$ cat src/rtl/mop_pkg.sv
// Package: shared encodings for the micro-op ALU engine.
// Assumes the stream dword is 32 bits and the code fields are fixed by the
// command format; only the register count and data width are tunable.
package mop_pkg;
    localparam int WORD_W     = 32;
    localparam int OPC_W      = 12;
    localparam int OPD_W      = 10;
    localparam int HDR_OPC_LSB = 23;
    localparam int HDR_OPC_W  = WORD_W - HDR_OPC_LSB;
    localparam logic [HDR_OPC_W-1:0] HDR_OPC = 9'h1a;

    localparam logic [OPC_W-1:0] OPC_LOAD     = 12'h080;
    localparam logic [OPC_W-1:0] OPC_LOADINV  = 12'h480;
    localparam logic [OPC_W-1:0] OPC_LOAD0    = 12'h081;
    localparam logic [OPC_W-1:0] OPC_LOAD1    = 12'h481;
    localparam logic [OPC_W-1:0] OPC_ADD      = 12'h100;
    localparam logic [OPC_W-1:0] OPC_SUB      = 12'h101;
    localparam logic [OPC_W-1:0] OPC_AND      = 12'h102;
    localparam logic [OPC_W-1:0] OPC_OR       = 12'h103;
    localparam logic [OPC_W-1:0] OPC_XOR      = 12'h104;
    localparam logic [OPC_W-1:0] OPC_STORE    = 12'h180;
    localparam logic [OPC_W-1:0] OPC_STOREINV = 12'h580;

    localparam logic [OPD_W-1:0] OPD_LAT_A = 10'h020;
    localparam logic [OPD_W-1:0] OPD_LAT_B = 10'h021;
    localparam logic [OPD_W-1:0] OPD_ACC   = 10'h031;
    localparam logic [OPD_W-1:0] OPD_ZF    = 10'h032;
    localparam logic [OPD_W-1:0] OPD_CF    = 10'h033;

    typedef enum logic [2:0] {
        K_NONE,
        K_LOAD,
        K_CONST,
        K_ALU,
        K_STORE
    } uop_kind_e;

    typedef enum logic [2:0] {
        A_ADD,
        A_SUB,
        A_AND,
        A_OR,
        A_XOR
    } alu_fn_e;
endpackage

$ cat src/rtl/mop_seq.sv
// Module: packet sequencer.
// Takes a header, loads the remaining micro-op count, then forwards each
// accepted dword as a micro-op until the count runs out, and pulses done.
// Assumes the stream may pause at any time; the engine never stalls.
module mop_seq
    import mop_pkg::*;
#(
    parameter int LEN_W = 8
) (
    input  logic                  clk,
    input  logic                  rst_n,
    input  logic                  in_valid,
    input  logic [HDR_OPC_W-1:0]  hdr_opc,
    input  logic [LEN_W-1:0]      hdr_len,
    output logic                  uop_fire,
    output logic                  hdr_err,
    output logic                  done
);
    typedef enum logic {S_HDR, S_RUN} seq_state_e;

    seq_state_e       state_q;
    logic [LEN_W-1:0] rem_q;
    logic             done_q;
    logic             hdr_ok;

    // Header opcode match.
    assign hdr_ok   = (hdr_opc == HDR_OPC);
    // Micro-op issue and header error strobes.
    assign uop_fire = in_valid && (state_q == S_RUN);
    assign hdr_err  = in_valid && (state_q == S_HDR) && !hdr_ok;
    assign done     = done_q;

    // State, remaining count and done pulse.
    always_ff @(posedge clk) begin
        if (!rst_n) begin
            state_q <= S_HDR;
            rem_q   <= '0;
            done_q  <= 1'b0;
        end else begin
            done_q <= 1'b0;
            if (in_valid) begin
                if (state_q == S_HDR) begin
                    if (hdr_ok) begin
                        state_q <= S_RUN;
                        rem_q   <= hdr_len;
                    end
                end else if (rem_q == '0) begin
                    state_q <= S_HDR;
                    done_q  <= 1'b1;
                end else begin
                    rem_q <= rem_q - 1'b1;
                end
            end
        end
    end

    // the count drops by one per micro-op while more remain
    a_r2_count_down: assert property (@(posedge clk) disable iff (!rst_n)
        (state_q == S_RUN && in_valid && rem_q != '0)
        |=> (state_q == S_RUN && rem_q == $past(rem_q) - 1'b1));

    // a malformed header leaves the sequencer waiting for a header
    a_r2_bad_header_idle: assert property (@(posedge clk) disable iff (!rst_n)
        hdr_err |=> (state_q == S_HDR));

    // done never lasts two cycles
    a_r10_done_single: assert property (@(posedge clk) disable iff (!rst_n)
        done_q |=> !done_q);
endmodule

$ cat src/rtl/mop_regfile.sv
// Module: general register file.
// NUM_GPR live 64-bit registers in a 2**ADDR_W slot space; unused slots
// read zero. A micro-op store has priority over a host write to the same
// register in the same cycle.
module mop_regfile #(
    parameter int NUM_GPR = 5,
    parameter int DATA_W  = 64,
    parameter int ADDR_W  = 3
) (
    input  logic                              clk,
    input  logic                              rst_n,
    input  logic                              host_we,
    input  logic [ADDR_W-1:0]                 host_addr,
    input  logic [DATA_W-1:0]                 host_data,
    input  logic                              st_en,
    input  logic [ADDR_W-1:0]                 st_addr,
    input  logic [DATA_W-1:0]                 st_data,
    output logic [(1<<ADDR_W)-1:0][DATA_W-1:0] regs
);
    localparam int SLOTS = 1 << ADDR_W;

    for (genvar gi = 0; gi < SLOTS; gi++) begin : g_slot
        if (gi < NUM_GPR) begin : g_live
            logic [DATA_W-1:0] val_q;
            // One register: store beats host write.
            always_ff @(posedge clk) begin
                if (!rst_n) begin
                    val_q <= '0;
                end else if (st_en && st_addr == ADDR_W'(gi)) begin
                    val_q <= st_data;
                end else if (host_we && host_addr == ADDR_W'(gi)) begin
                    val_q <= host_data;
                end
            end
            assign regs[gi] = val_q;
        end else begin : g_empty
            assign regs[gi] = '0;
        end
    end

    // a store lands in its destination at the next edge
    a_r8_store_lands: assert property (@(posedge clk) disable iff (!rst_n)
        st_en |=> (regs[$past(st_addr)] == $past(st_data)));
endmodule

$ cat src/rtl/mop_exec.sv
// Module: micro-op decoder and accumulator datapath.
// Holds latches A and B, the accumulator and the zero/carry flags, decodes
// each fired micro-op and produces a register store request. An illegal
// micro-op raises op_err and leaves all state untouched.
module mop_exec
    import mop_pkg::*;
#(
    parameter int NUM_GPR = 5,
    parameter int DATA_W  = 64,
    parameter int ADDR_W  = 3
) (
    input  logic                               clk,
    input  logic                               rst_n,
    input  logic                               fire,
    input  logic [WORD_W-1:0]                  uop,
    input  logic [(1<<ADDR_W)-1:0][DATA_W-1:0] regs,
    output logic                               st_en,
    output logic [ADDR_W-1:0]                  st_addr,
    output logic [DATA_W-1:0]                  st_data,
    output logic                               op_err
);
    logic [OPC_W-1:0] opc;
    logic [OPD_W-1:0] opd1, opd2;
    logic [DATA_W-1:0] a_q, b_q, acc_q;
    logic              zf_q, cf_q;

    logic [DATA_W-1:0] src_val;
    logic              src_ok;
    logic              lat_ok, dst_ok;
    uop_kind_e         kind;
    alu_fn_e           fn;
    logic              inv, one, legal;
    logic [DATA_W:0]   alu_wide;
    logic [DATA_W-1:0] alu_res;
    logic              alu_cf;
    logic              alu_upd, is_logic;

    // Field split of the micro-op dword.
    assign opc  = uop[WORD_W-1 -: OPC_W];
    assign opd1 = uop[2*OPD_W-1 -: OPD_W];
    assign opd2 = uop[OPD_W-1:0];

    // Source operand lookup named by operand 2.
    always_comb begin
        src_ok  = 1'b1;
        src_val = '0;
        case (opd2)
            OPD_LAT_A: src_val = a_q;
            OPD_LAT_B: src_val = b_q;
            OPD_ACC:   src_val = acc_q;
            OPD_ZF:    src_val = {DATA_W{zf_q}};
            OPD_CF:    src_val = {DATA_W{cf_q}};
            default: begin
                if (opd2 < OPD_W'(NUM_GPR)) src_val = regs[opd2[ADDR_W-1:0]];
                else                        src_ok  = 1'b0;
            end
        endcase
    end

    // Destination checks for latches and registers.
    assign lat_ok = (opd1 == OPD_LAT_A) || (opd1 == OPD_LAT_B);
    assign dst_ok = (opd1 < OPD_W'(NUM_GPR));

    // Operation decode.
    always_comb begin
        kind = K_NONE;
        fn   = A_ADD;
        inv  = 1'b0;
        one  = 1'b0;
        case (opc)
            OPC_LOAD:     kind = K_LOAD;
            OPC_LOADINV:  begin kind = K_LOAD;  inv = 1'b1; end
            OPC_LOAD0:    kind = K_CONST;
            OPC_LOAD1:    begin kind = K_CONST; one = 1'b1; end
            OPC_ADD:      begin kind = K_ALU; fn = A_ADD; end
            OPC_SUB:      begin kind = K_ALU; fn = A_SUB; end
            OPC_AND:      begin kind = K_ALU; fn = A_AND; end
            OPC_OR:       begin kind = K_ALU; fn = A_OR;  end
            OPC_XOR:      begin kind = K_ALU; fn = A_XOR; end
            OPC_STORE:    kind = K_STORE;
            OPC_STOREINV: begin kind = K_STORE; inv = 1'b1; end
            default:      kind = K_NONE;
        endcase
    end

    // Legality of the decoded micro-op.
    always_comb begin
        case (kind)
            K_LOAD:  legal = lat_ok && src_ok;
            K_CONST: legal = lat_ok;
            K_ALU:   legal = 1'b1;
            K_STORE: legal = dst_ok && src_ok;
            default: legal = 1'b0;
        endcase
    end

    // Accumulator arithmetic and flag sources.
    always_comb begin
        alu_wide = '0;
        alu_cf   = 1'b0;
        case (fn)
            A_ADD: begin
                alu_wide = {1'b0, a_q} + {1'b0, b_q};
                alu_cf   = alu_wide[DATA_W];
            end
            A_SUB: begin
                alu_wide = {1'b0, a_q} - {1'b0, b_q};
                alu_cf   = alu_wide[DATA_W];
            end
            A_AND:   alu_wide = {1'b0, a_q & b_q};
            A_OR:    alu_wide = {1'b0, a_q | b_q};
            default: alu_wide = {1'b0, a_q ^ b_q};
        endcase
        alu_res = alu_wide[DATA_W-1:0];
    end

    assign is_logic = (fn == A_AND) || (fn == A_OR) || (fn == A_XOR);
    assign alu_upd  = fire && legal && (kind == K_ALU);
    assign op_err   = fire && !legal;

    // Store request toward the register file.
    assign st_en   = fire && legal && (kind == K_STORE);
    assign st_addr = opd1[ADDR_W-1:0];
    assign st_data = inv ? ~src_val : src_val;

    // Latches, accumulator and flags.
    always_ff @(posedge clk) begin
        if (!rst_n) begin
            a_q   <= '0;
            b_q   <= '0;
            acc_q <= '0;
            zf_q  <= 1'b0;
            cf_q  <= 1'b0;
        end else if (fire && legal) begin
            if (kind == K_LOAD || kind == K_CONST) begin
                logic [DATA_W-1:0] lv;
                if (kind == K_CONST) lv = one ? DATA_W'(1) : '0;
                else                 lv = inv ? ~src_val : src_val;
                if (opd1 == OPD_LAT_A) a_q <= lv;
                else                   b_q <= lv;
            end else if (kind == K_ALU) begin
                acc_q <= alu_res;
                zf_q  <= (alu_res == '0);
                cf_q  <= alu_cf;
            end
        end
    end

    // the zero flag matches the accumulator after an ALU operation
    a_r6_zero_flag: assert property (@(posedge clk) disable iff (!rst_n)
        alu_upd |=> (zf_q == (acc_q == '0)));

    // logic operations leave carry clear
    a_r7_logic_clears_carry: assert property (@(posedge clk) disable iff (!rst_n)
        (alu_upd && is_logic) |=> !cf_q);

    // an illegal micro-op leaves the datapath state unchanged
    a_r9_illegal_holds: assert property (@(posedge clk) disable iff (!rst_n)
        op_err |=> ($stable(a_q) && $stable(b_q) && $stable(acc_q)
                    && $stable(zf_q) && $stable(cf_q)));
endmodule

$ cat src/rtl/mop_alu_engine.sv
// Module: top of the micro-op ALU engine.
// Joins the packet sequencer, the decoder/datapath and the register file,
// and keeps the sticky error flag. Assumes a 32-bit stream dword and a
// host that preloads and reads registers around packets.
module mop_alu_engine
    import mop_pkg::*;
#(
    parameter int NUM_GPR = 5,
    parameter int DATA_W  = 64,
    parameter int LEN_W   = 8,
    parameter int ADDR_W  = $clog2(NUM_GPR)
) (
    input  logic              clk,
    input  logic              rst_n,
    input  logic              in_valid,
    input  logic [31:0]       in_dword,
    output logic              in_ready,
    input  logic              wr_en,
    input  logic [ADDR_W-1:0] wr_addr,
    input  logic [DATA_W-1:0] wr_data,
    input  logic [ADDR_W-1:0] rd_addr,
    output logic [DATA_W-1:0] rd_data,
    output logic              done,
    output logic              err
);
    logic                               uop_fire, hdr_err, op_err;
    logic                               st_en;
    logic [ADDR_W-1:0]                  st_addr;
    logic [DATA_W-1:0]                  st_data;
    logic [(1<<ADDR_W)-1:0][DATA_W-1:0] regs;
    logic                               err_q;

    // The engine executes one dword per cycle and never back-pressures.
    assign in_ready = 1'b1;

    mop_seq #(.LEN_W(LEN_W)) i_seq (
        .clk      (clk),
        .rst_n    (rst_n),
        .in_valid (in_valid),
        .hdr_opc  (in_dword[WORD_W-1:HDR_OPC_LSB]),
        .hdr_len  (in_dword[LEN_W-1:0]),
        .uop_fire (uop_fire),
        .hdr_err  (hdr_err),
        .done     (done)
    );

    mop_exec #(.NUM_GPR(NUM_GPR), .DATA_W(DATA_W), .ADDR_W(ADDR_W)) i_exec (
        .clk     (clk),
        .rst_n   (rst_n),
        .fire    (uop_fire),
        .uop     (in_dword),
        .regs    (regs),
        .st_en   (st_en),
        .st_addr (st_addr),
        .st_data (st_data),
        .op_err  (op_err)
    );

    mop_regfile #(.NUM_GPR(NUM_GPR), .DATA_W(DATA_W), .ADDR_W(ADDR_W)) i_rf (
        .clk       (clk),
        .rst_n     (rst_n),
        .host_we   (wr_en),
        .host_addr (wr_addr),
        .host_data (wr_data),
        .st_en     (st_en),
        .st_addr   (st_addr),
        .st_data   (st_data),
        .regs      (regs)
    );

    // Combinational host read.
    assign rd_data = regs[rd_addr];

    // Sticky error accumulation.
    always_ff @(posedge clk) begin
        if (!rst_n) err_q <= 1'b0;
        else        err_q <= err_q | hdr_err | op_err;
    end
    assign err = err_q;

    // once set, err stays set until reset
    a_r9_err_sticky: assert property (@(posedge clk) disable iff (!rst_n)
        err_q |=> err_q);

    // any detected fault is reflected on err at the next edge
    a_r9_err_raised: assert property (@(posedge clk) disable iff (!rst_n)
        (hdr_err || op_err) |=> err_q);
endmodule

$ cat config.mk
export PLATFORM = sky130hd
export DESIGN_NAME = mop_alu_engine
export DESIGN_NICKNAME = d
export VERILOG_FILES = /design/src/rtl/mop_pkg.sv /design/src/rtl/mop_seq.sv /design/src/rtl/mop_regfile.sv /design/src/rtl/mop_exec.sv /design/src/rtl/mop_alu_engine.sv
export SDC_FILE = /design/constraint.sdc
export NUM_CORES = 2
export LEC_CHECK = 0
export ABC_AREA = 1
export BUFFER_PORTS_ARGS = -buffer_cell sky130_fd_sc_hd__buf_4
export CORE_AREA = 2 2 363 365
export DETAILED_ROUTE_END_ITERATION = 8
export DIE_AREA = 0 0 365 367
export GPL_ROUTABILITY_DRIVEN = 0
export SLEW_MARGIN = 20
export SYNTH_ARGS = -nofsm -noshare
export SYNTH_HDL_FRONTEND = slang
export SYNTH_HIERARCHICAL = 1
export SYNTH_SLANG_ARGS = --single-unit
$ cat constraint.sdc
create_clock -name clk -period 7.8 [get_ports clk]
set_input_delay 0.39 -clock clk [delete_from_list [all_inputs] [get_ports clk]]
set_output_delay 0.39 -clock clk [all_outputs]
set_load 0.02 [all_outputs]
# [Word-level counts from Yosys, hierarchy flattened]
# Cells that the tools add are included.
[totals] regBits=525 inputBits=106 output_inout_bits=67 elab_cells=144
[op_classes] add_sub_neg=3 magnitude_cmp=4 n_eq_ne=35 n_mux=35 bitwise=9 reduce_logical=44
[op_table] cell="64-bit two-way mux" count=15
[op_table] cell="64-bit binary-select mux with 3-bit select" count=2
[op_table] cell="64-bit one-hot mux with 5 select lines" count=1
[op_table] cell="64-bit one-hot mux with 4 select lines" count=1
[op_table] cell="12-bit by 9-bit == test with 1-bit output, second input constant" count=6
[op_table] cell="10-bit by 6-bit == test with 1-bit output, second input constant" count=7
[op_table] cell="64-bit by 64-bit adder with 65-bit output" count=1
[op_table] cell="64-bit by 64-bit subtractor with 65-bit output" count=1
[op_table] cell="64-bit AND" count=1
[op_table] cell="64-bit logical NOT" count=1
[op_table] cell="64-bit inverter" count=1
[op_table] cell="64-bit bitwise OR" count=1
[op_table] cell="64-bit bitwise XOR" count=1
[op_table] cell="12-bit by 11-bit == test with 1-bit output, second input constant" count=3
[op_table] cell="12-bit by 8-bit == test with 1-bit output, second input constant" count=2
[op_table] cell="3-bit by 2-bit == test with 1-bit output, second input constant" count=8
[op_table] cell="8-bit two-way mux" count=3
[op_table] cell="3-bit one-hot mux with 4 select lines" count=2
[op_table] cell="10-bit by 3-bit less-than comparator with 1-bit output, second input constant" count=2
[op_table] cell="1-bit logical AND" count=18
[op_table] cell="3-bit AND reduction" count=5
[op_table] cell="3-bit by 1-bit == test with 1-bit output, second input constant" count=4
[op_table] cell="2-bit nonzero test" count=6
[op_table] cell="5-bit OR reduction" count=2
[op_table] cell="15 further kinds" count=36

# [Depth between registers and ports, before layout]
[logic_depth] ltp_word=9 depth_mapped=26 mapped_depth_nobuf=25

# [Modules after synthesis]
# The synthesis kept the hierarchy.
[modules_own_cells] mod="mop_exec" instances=1 cells_per_inst=4852 area_each_um2=26864.5 seq_area_each_um2=3883.7
[modules_own_cells] mod="mop_regfile" instances=1 cells_per_inst=2510 area_each_um2=17033.8 seq_area_each_um2=6406.1
[modules_own_cells] mod="mop_alu_engine" instances=1 cells_per_inst=1705 area_each_um2=7019.2 seq_area_each_um2=20.0
[modules_own_cells] mod="mop_seq" instances=1 cells_per_inst=117 area_each_um2=732.0 seq_area_each_um2=200.2

# [Least setup slack after synthesis]
# No wires, ideal clock.
[synth_timing] path_type="input port to flip-flop" startpoint="input port in_dword[23]" endpoint="register i_rf.g_slot[1].g_live.val_q[16]" setup_time_ns=0.132 t_arrival_ns=2.431 t_required_ns=7.668 setup_slack_ns=5.237 cell_stages=16 n_path_buf=2 path_cell_list="nor2_4 -> nand3_1 -> nor4_1 -> inv_1 -> nor4_1 -> o32ai_1 -> nand2_1 -> nand2_1 -> nor2_1 -> inv_2 -> nor2_4 -> buf_2 -> clkbuf_1 -> nand3_1 -> nand3_1 -> a21oi_1"
[synth_between] elab_chain_len=9 elab_cells_between_ends=29 cone_classes="15 x eq/ne; 5 x mux; 9 x reduce/logical"
[synth_lines] item="start, declared" line_no="mop_alu_engine.sv:16" text="input logic [31:0] in_dword,"
[synth_lines] item="12-bit by 9-bit == test with 1-bit output, or another cell as far along" line_no="mop_exec.sv:70" text="case (opc)"
[synth_lines] item="5-bit OR reduction (no line) or 2-bit OR reduction (tied branches)"
[synth_lines] item="3-bit one-hot mux with 4 select lines (*)" line_no="mop_exec.sv:70"
[synth_lines] item="3-bit == test, or another cell as far along" line_no="mop_exec.sv:88, mop_exec.sv:122"
[synth_lines] item="1-bit one-hot mux with 4 select lines" line_no="mop_exec.sv:88" text="case (kind)"
[synth_lines] item="1-bit logical AND"
[synth_lines] item="1-bit logical AND (*)" line_no="mop_exec.sv:122" text="assign st_en = fire && legal && (kind == K_STORE);"
[synth_lines] item="via st_en" line_no="mop_alu_engine.sv:27" text="logic st_en;"
[synth_lines] item="1-bit logical AND (*)" line_no="mop_regfile.sv:29" text="end else if (st_en && st_addr == ADDR_W'(gi)) begin"
[synth_lines] item="64-bit two-way mux or 2-bit nonzero test (tied branches)"
[synth_lines] item="end signal, assigned" line_no="mop_regfile.sv:30" text="val_q <= st_data;"
[synth_lines] item="end signal, assigned" line_no="mop_regfile.sv:32" text="val_q <= host_data;"
[synth_lines] item="end, declared" line_no="mop_regfile.sv:24" text="logic [DATA_W-1:0] val_q;"
# The timed path passes the listed nets; every way through them passes the cells marked *.
# A chain may end at the register's enable or synchronous reset.

# [Worst setup path in the final report]
[layout_timing] startpoint="input port in_dword[0]" endpoint="register i_rf.g_slot[2].g_live.val_q[62]"
[layout_between] elab_chain_len=9 elab_cells_between_ends=23 cone_classes="1 x order compare; 5 x eq/ne; 9 x mux; 1 x bitwise; 7 x reduce/logical"
[layout_lines] item="10-bit by 3-bit less-than comparator with 1-bit output or 10-bit by 6-bit == test with 1-bit output (tied branches)" line_no="mop_exec.sv:54, mop_exec.sv:47"
[layout_lines] item="1-bit two-way mux or 5-bit OR reduction (tied branches)"
[layout_lines] item="1-bit two-way mux (*)" line_no="mop_exec.sv:47" text="case (opd2)"
[layout_lines] item="1-bit logical AND (on tied branches)" line_no="mop_exec.sv:92, mop_exec.sv:89"
[layout_lines] item="1-bit one-hot mux with 4 select lines (*)" line_no="mop_exec.sv:88"
[layout_lines] item="1-bit logical AND (*)"
[layout_lines] item="1-bit logical AND (*)" line_no="mop_exec.sv:122"
[layout_lines] item="via st_en" line_no="mop_alu_engine.sv:27"
[layout_lines] item="1-bit logical AND (*)" line_no="mop_regfile.sv:29"
[layout_lines] item="64-bit two-way mux or 2-bit nonzero test (tied branches)"
[layout_lines] item="end signal, assigned" line_no="mop_regfile.sv:30"
[layout_lines] item="end signal, assigned" line_no="mop_regfile.sv:32"
[layout_lines] item="end, declared" line_no="mop_regfile.sv:24"
# The timed path passes the listed nets; every way through them passes the cells marked *. The select of a mux whose other input is x is not followed.

==> impl_metrics.ini <==
[run_status]
status = complete, no violations

[cts]
clock-sinks = 525
ctsResizeCount = 0
clock_path_buffers = 3
cts_tree = built
clkTransAtPathRegs_ps = 70
h-tree-depth = 2
postCtsSetupRepairBufs = 0
root_buffer = clkbuf_16
cts_buffers = 61
postCtsHoldBufs = 0
insertion_delay_ps = 660

[floorplanning]
die_w_um = 365
initial_core_util = 0.396
io_pins = 173
design.die.area_mm2 = 0.134
coreArea_mm2 = 0.130
rows = 133
die-height_um = 367

[critical_path]
cp-end-kind = flop
reg2reg_slack_ps = 3330
critical_path_arrival_ps = 5460
required_ps = 8370
critical_path.max_stage_delay_ps = 880
r2r_cells = 12
criticalPathCategory = in2reg
start_kind = input pin
rr_startpoint = i_seq/state_q$_SDFFE_PN0P_
r2r_end = i_rf/g_slot[2].g_live.val_q[62]$_SDFFE_PN0P_
cp_common_cell = buf_4
slowest_stage = nand2_2
startpoint = in_dword[0]
crit_chain = buf_4, inv_1, nand2_4, a22o_1, buf_4, o32ai_1, nand2_1, nand2_1, nor2_1, inv_2, nor2_4, buf_4, nand2_4, nand2_2, buf_4, nand3_1, a21oi_1
critPathMaxFanout = 56

[sta]
hold_slack_ps = 77.8
setup_violations = 0
rsz0062_at_grt = false
post-route-min-period_ps = 4890
maxSlewViolCount = 0
fmax_mhz = 204
fin_skew_ps = 26.2
hold_viol_final = 0
fin_crit_sh = 0.627
setup_tns_ps = 0
slew-limit-headroom = 0.208
tightest_slew_ps = 1190

[synth]
syn_inst = 9184
yosys.area.top_type_share = 0.203
yosysTopAreaCell = dfxtp_1
ys_async_sr_fraction = 0
synth_edf_count = 0
syn_area_per_cell_um2 = 5.62
synth_cell_types = 60
yosys_warnings = 6
ys_ff_latch = 525
syn_area_mm2 = 0.0516
yosysSeqAreaShare = 0.203
synth_area_leaders = dfxtp_1 (20%), nand2_1 (18%), nand3_1 (14%)
ys.flop_type = dfxtp_1

[power_and_ir_drop]
pwr_density_cell_mw_per_mm2 = 124
swShare = 0.298
seq_power_share = 0.408
clkPwrFrac = 0.446
ir_worst_vdd_mv = 0.176
leakage_nw = 25.1
p_switching_mw = 2.01
combPwrFrac = 0.146
power.internal_mw = 4.72

[layout]
fill_cells = 14400
seqCellArea_mm2 = 0.0105
final_common_cell = nand2_1
drive_above_1_share = 0.0464
multiInputGateArea_mm2 = 0.0324
synthToLayoutAreaGrowth_pct = 5.16
layout_common_cells = nand2_1 (2469), nand3_1 (1457), inv_1 (1395), a21oi_1 (613), nor2_1 (584)
final_nets = 9218

[routing]
postRouteAntennaNets = 0
vias = 60800
post_drt_via_cell_ratio = 5.68
drtPass1Iterations = 9
drt_wl_total_um = 226000
avgRoutedWirePerCell_um = 21.1
drcViolationCount = 0
drt_iter0_drc = 8234

[place]
post-dp-hpwl_um = 154000
portBuffers = 171

[grt]
grt_pass1_wl_um = 339000
grt_pass1_vias = 55800
overflow = 0
antenna_found_initial = 6
grt_max_degree = 184
grt_use_total = 0.324

[hold_path]
hold_start = in_valid
holdPathStages = 4
min_to = i_seq/state_q$_SDFFE_PN0P_
hold_path_class = in2reg

[run]
cap_violations = 0
layer usage:
layer  GRT usage  share of wire  wire (um)
met5           0       0.000084         19
met2       0.492           0.43      96600
met3      0.0554           0.11      23800
met1       0.425           0.40      90100
met4       0.197          0.069      15600
through the flow:
step                instance area (um^2)  setup WS (ps)   util  power, mW  cells
floorplan                          52400           5240      -       3.50   9375
global placement                   52300           2470  0.401       3.75  10600
detailed placement                 52300           2390  0.401       3.76  10600
CTS                                54300           3080  0.416       6.72  10700
global route                       54300           2650  0.416       6.93  10700
finish                             54300           2910  0.416       6.73  10700
flip-flops by register name, summed over array words and instances, names as in the netlist:
register	cells
i_rf/g_slot.g_live.val_q	320
i_exec/a_q	64
i_exec/acc_q	64
i_exec/b_q	64
i_seq/rem_q	8
err	1
i_exec/cf_q	1
i_exec/zf_q	1
i_seq/done	1
i_seq/state_q	1
layout make-up:
class,count,share of cell area
clock inverter,22,0.00530
inverter,1418,0.0984
multi-input combinational,6658,0.597
antenna,3,0.000138
timing repair buffer,239,0.0344
tap,1755,0.0404
sequential,525,0.193
clock buffer,82,0.0312
critical path: cells and delay by family:
family | cells | cell delay [ps]
AO/OA/AOI/OAI | 3 | 550
buffers and inverters | 6 | 1750
AND/OR/NAND/NOR | 8 | 2700
power by group through the flow:
stage               registers (mW)  clock network (mW)  logic, mW
floorplan                     2.80                   0      0.704
global placement              2.80                   0      0.947
detailed placement            2.80                   0      0.955
CTS                           2.74                3.02      0.958
global route                  2.75                3.11       1.07
finish                        2.75                3.00      0.985
synthesized netlist by cell type, types with 14 or more instances:
| cell type | number |
|---|---|
| nand2_1 | 2482 |
| nand3_1 | 1461 |
| inv_1 | 1398 |
| a21oi_1 | 613 |
| nor2_1 | 587 |
| dfxtp_1 | 525 |
| o21ai_0 | 387 |
| o22ai_1 | 303 |
| buf_2 | 302 |
| buf_4 | 218 |
| ha_1 | 207 |
| clkbuf_1 | 198 |
| nand4_1 | 84 |
| xor2_1 | 69 |
| a211oi_1 | 65 |
| a22oi_1 | 53 |
| buf_1 | 31 |
| nor3_1 | 26 |
| buf_6 | 25 |
| o21bai_1 | 24 |
| inv_2 | 16 |
| a31oi_1 | 14 |
how the worst max path moves through the flow:
stage / slack [ps] / cells after the start / to
6_report: 2910 / 17 / i_rf/g_slot[2].g_live.val_q[62]$_SDFFE_PN0P_
3_3_place_gp: 2470 / 17 / i_rf/g_slot[2].g_live.val_q[59]$_SDFFE_PN0P_
3_5_place_dp: 2390 / 17 / i_rf/g_slot[2].g_live.val_q[57]$_SDFFE_PN0P_
5_1_grt: 2650 / 19 / i_rf/g_slot[2].g_live.val_q[48]$_SDFFE_PN0P_
4_1_cts: 3080 / 17 / i_rf/g_slot[2].g_live.val_q[57]$_SDFFE_PN0P_
2_1_floorplan: 5240 / 16 / i_rf/g_slot[1].g_live.val_q[16]$_SDFFE_PN0P_
cells by family after synthesis:
| kind of cell | synth area share |
|---|---|
| multiplexers | 0.000194 |
| AO/OA/AOI/OAI | 0.160 |
| flip-flops | 0.203 |
| other | 0.000145 |
| buffers and inverters | 0.186 |
| XOR/XNOR | 0.0117 |
| adder cells (fa/ha/maj) | 0.0509 |
| AND/OR/NAND/NOR | 0.388 |
No activity file was read; power rests on OpenSTA's default activity.
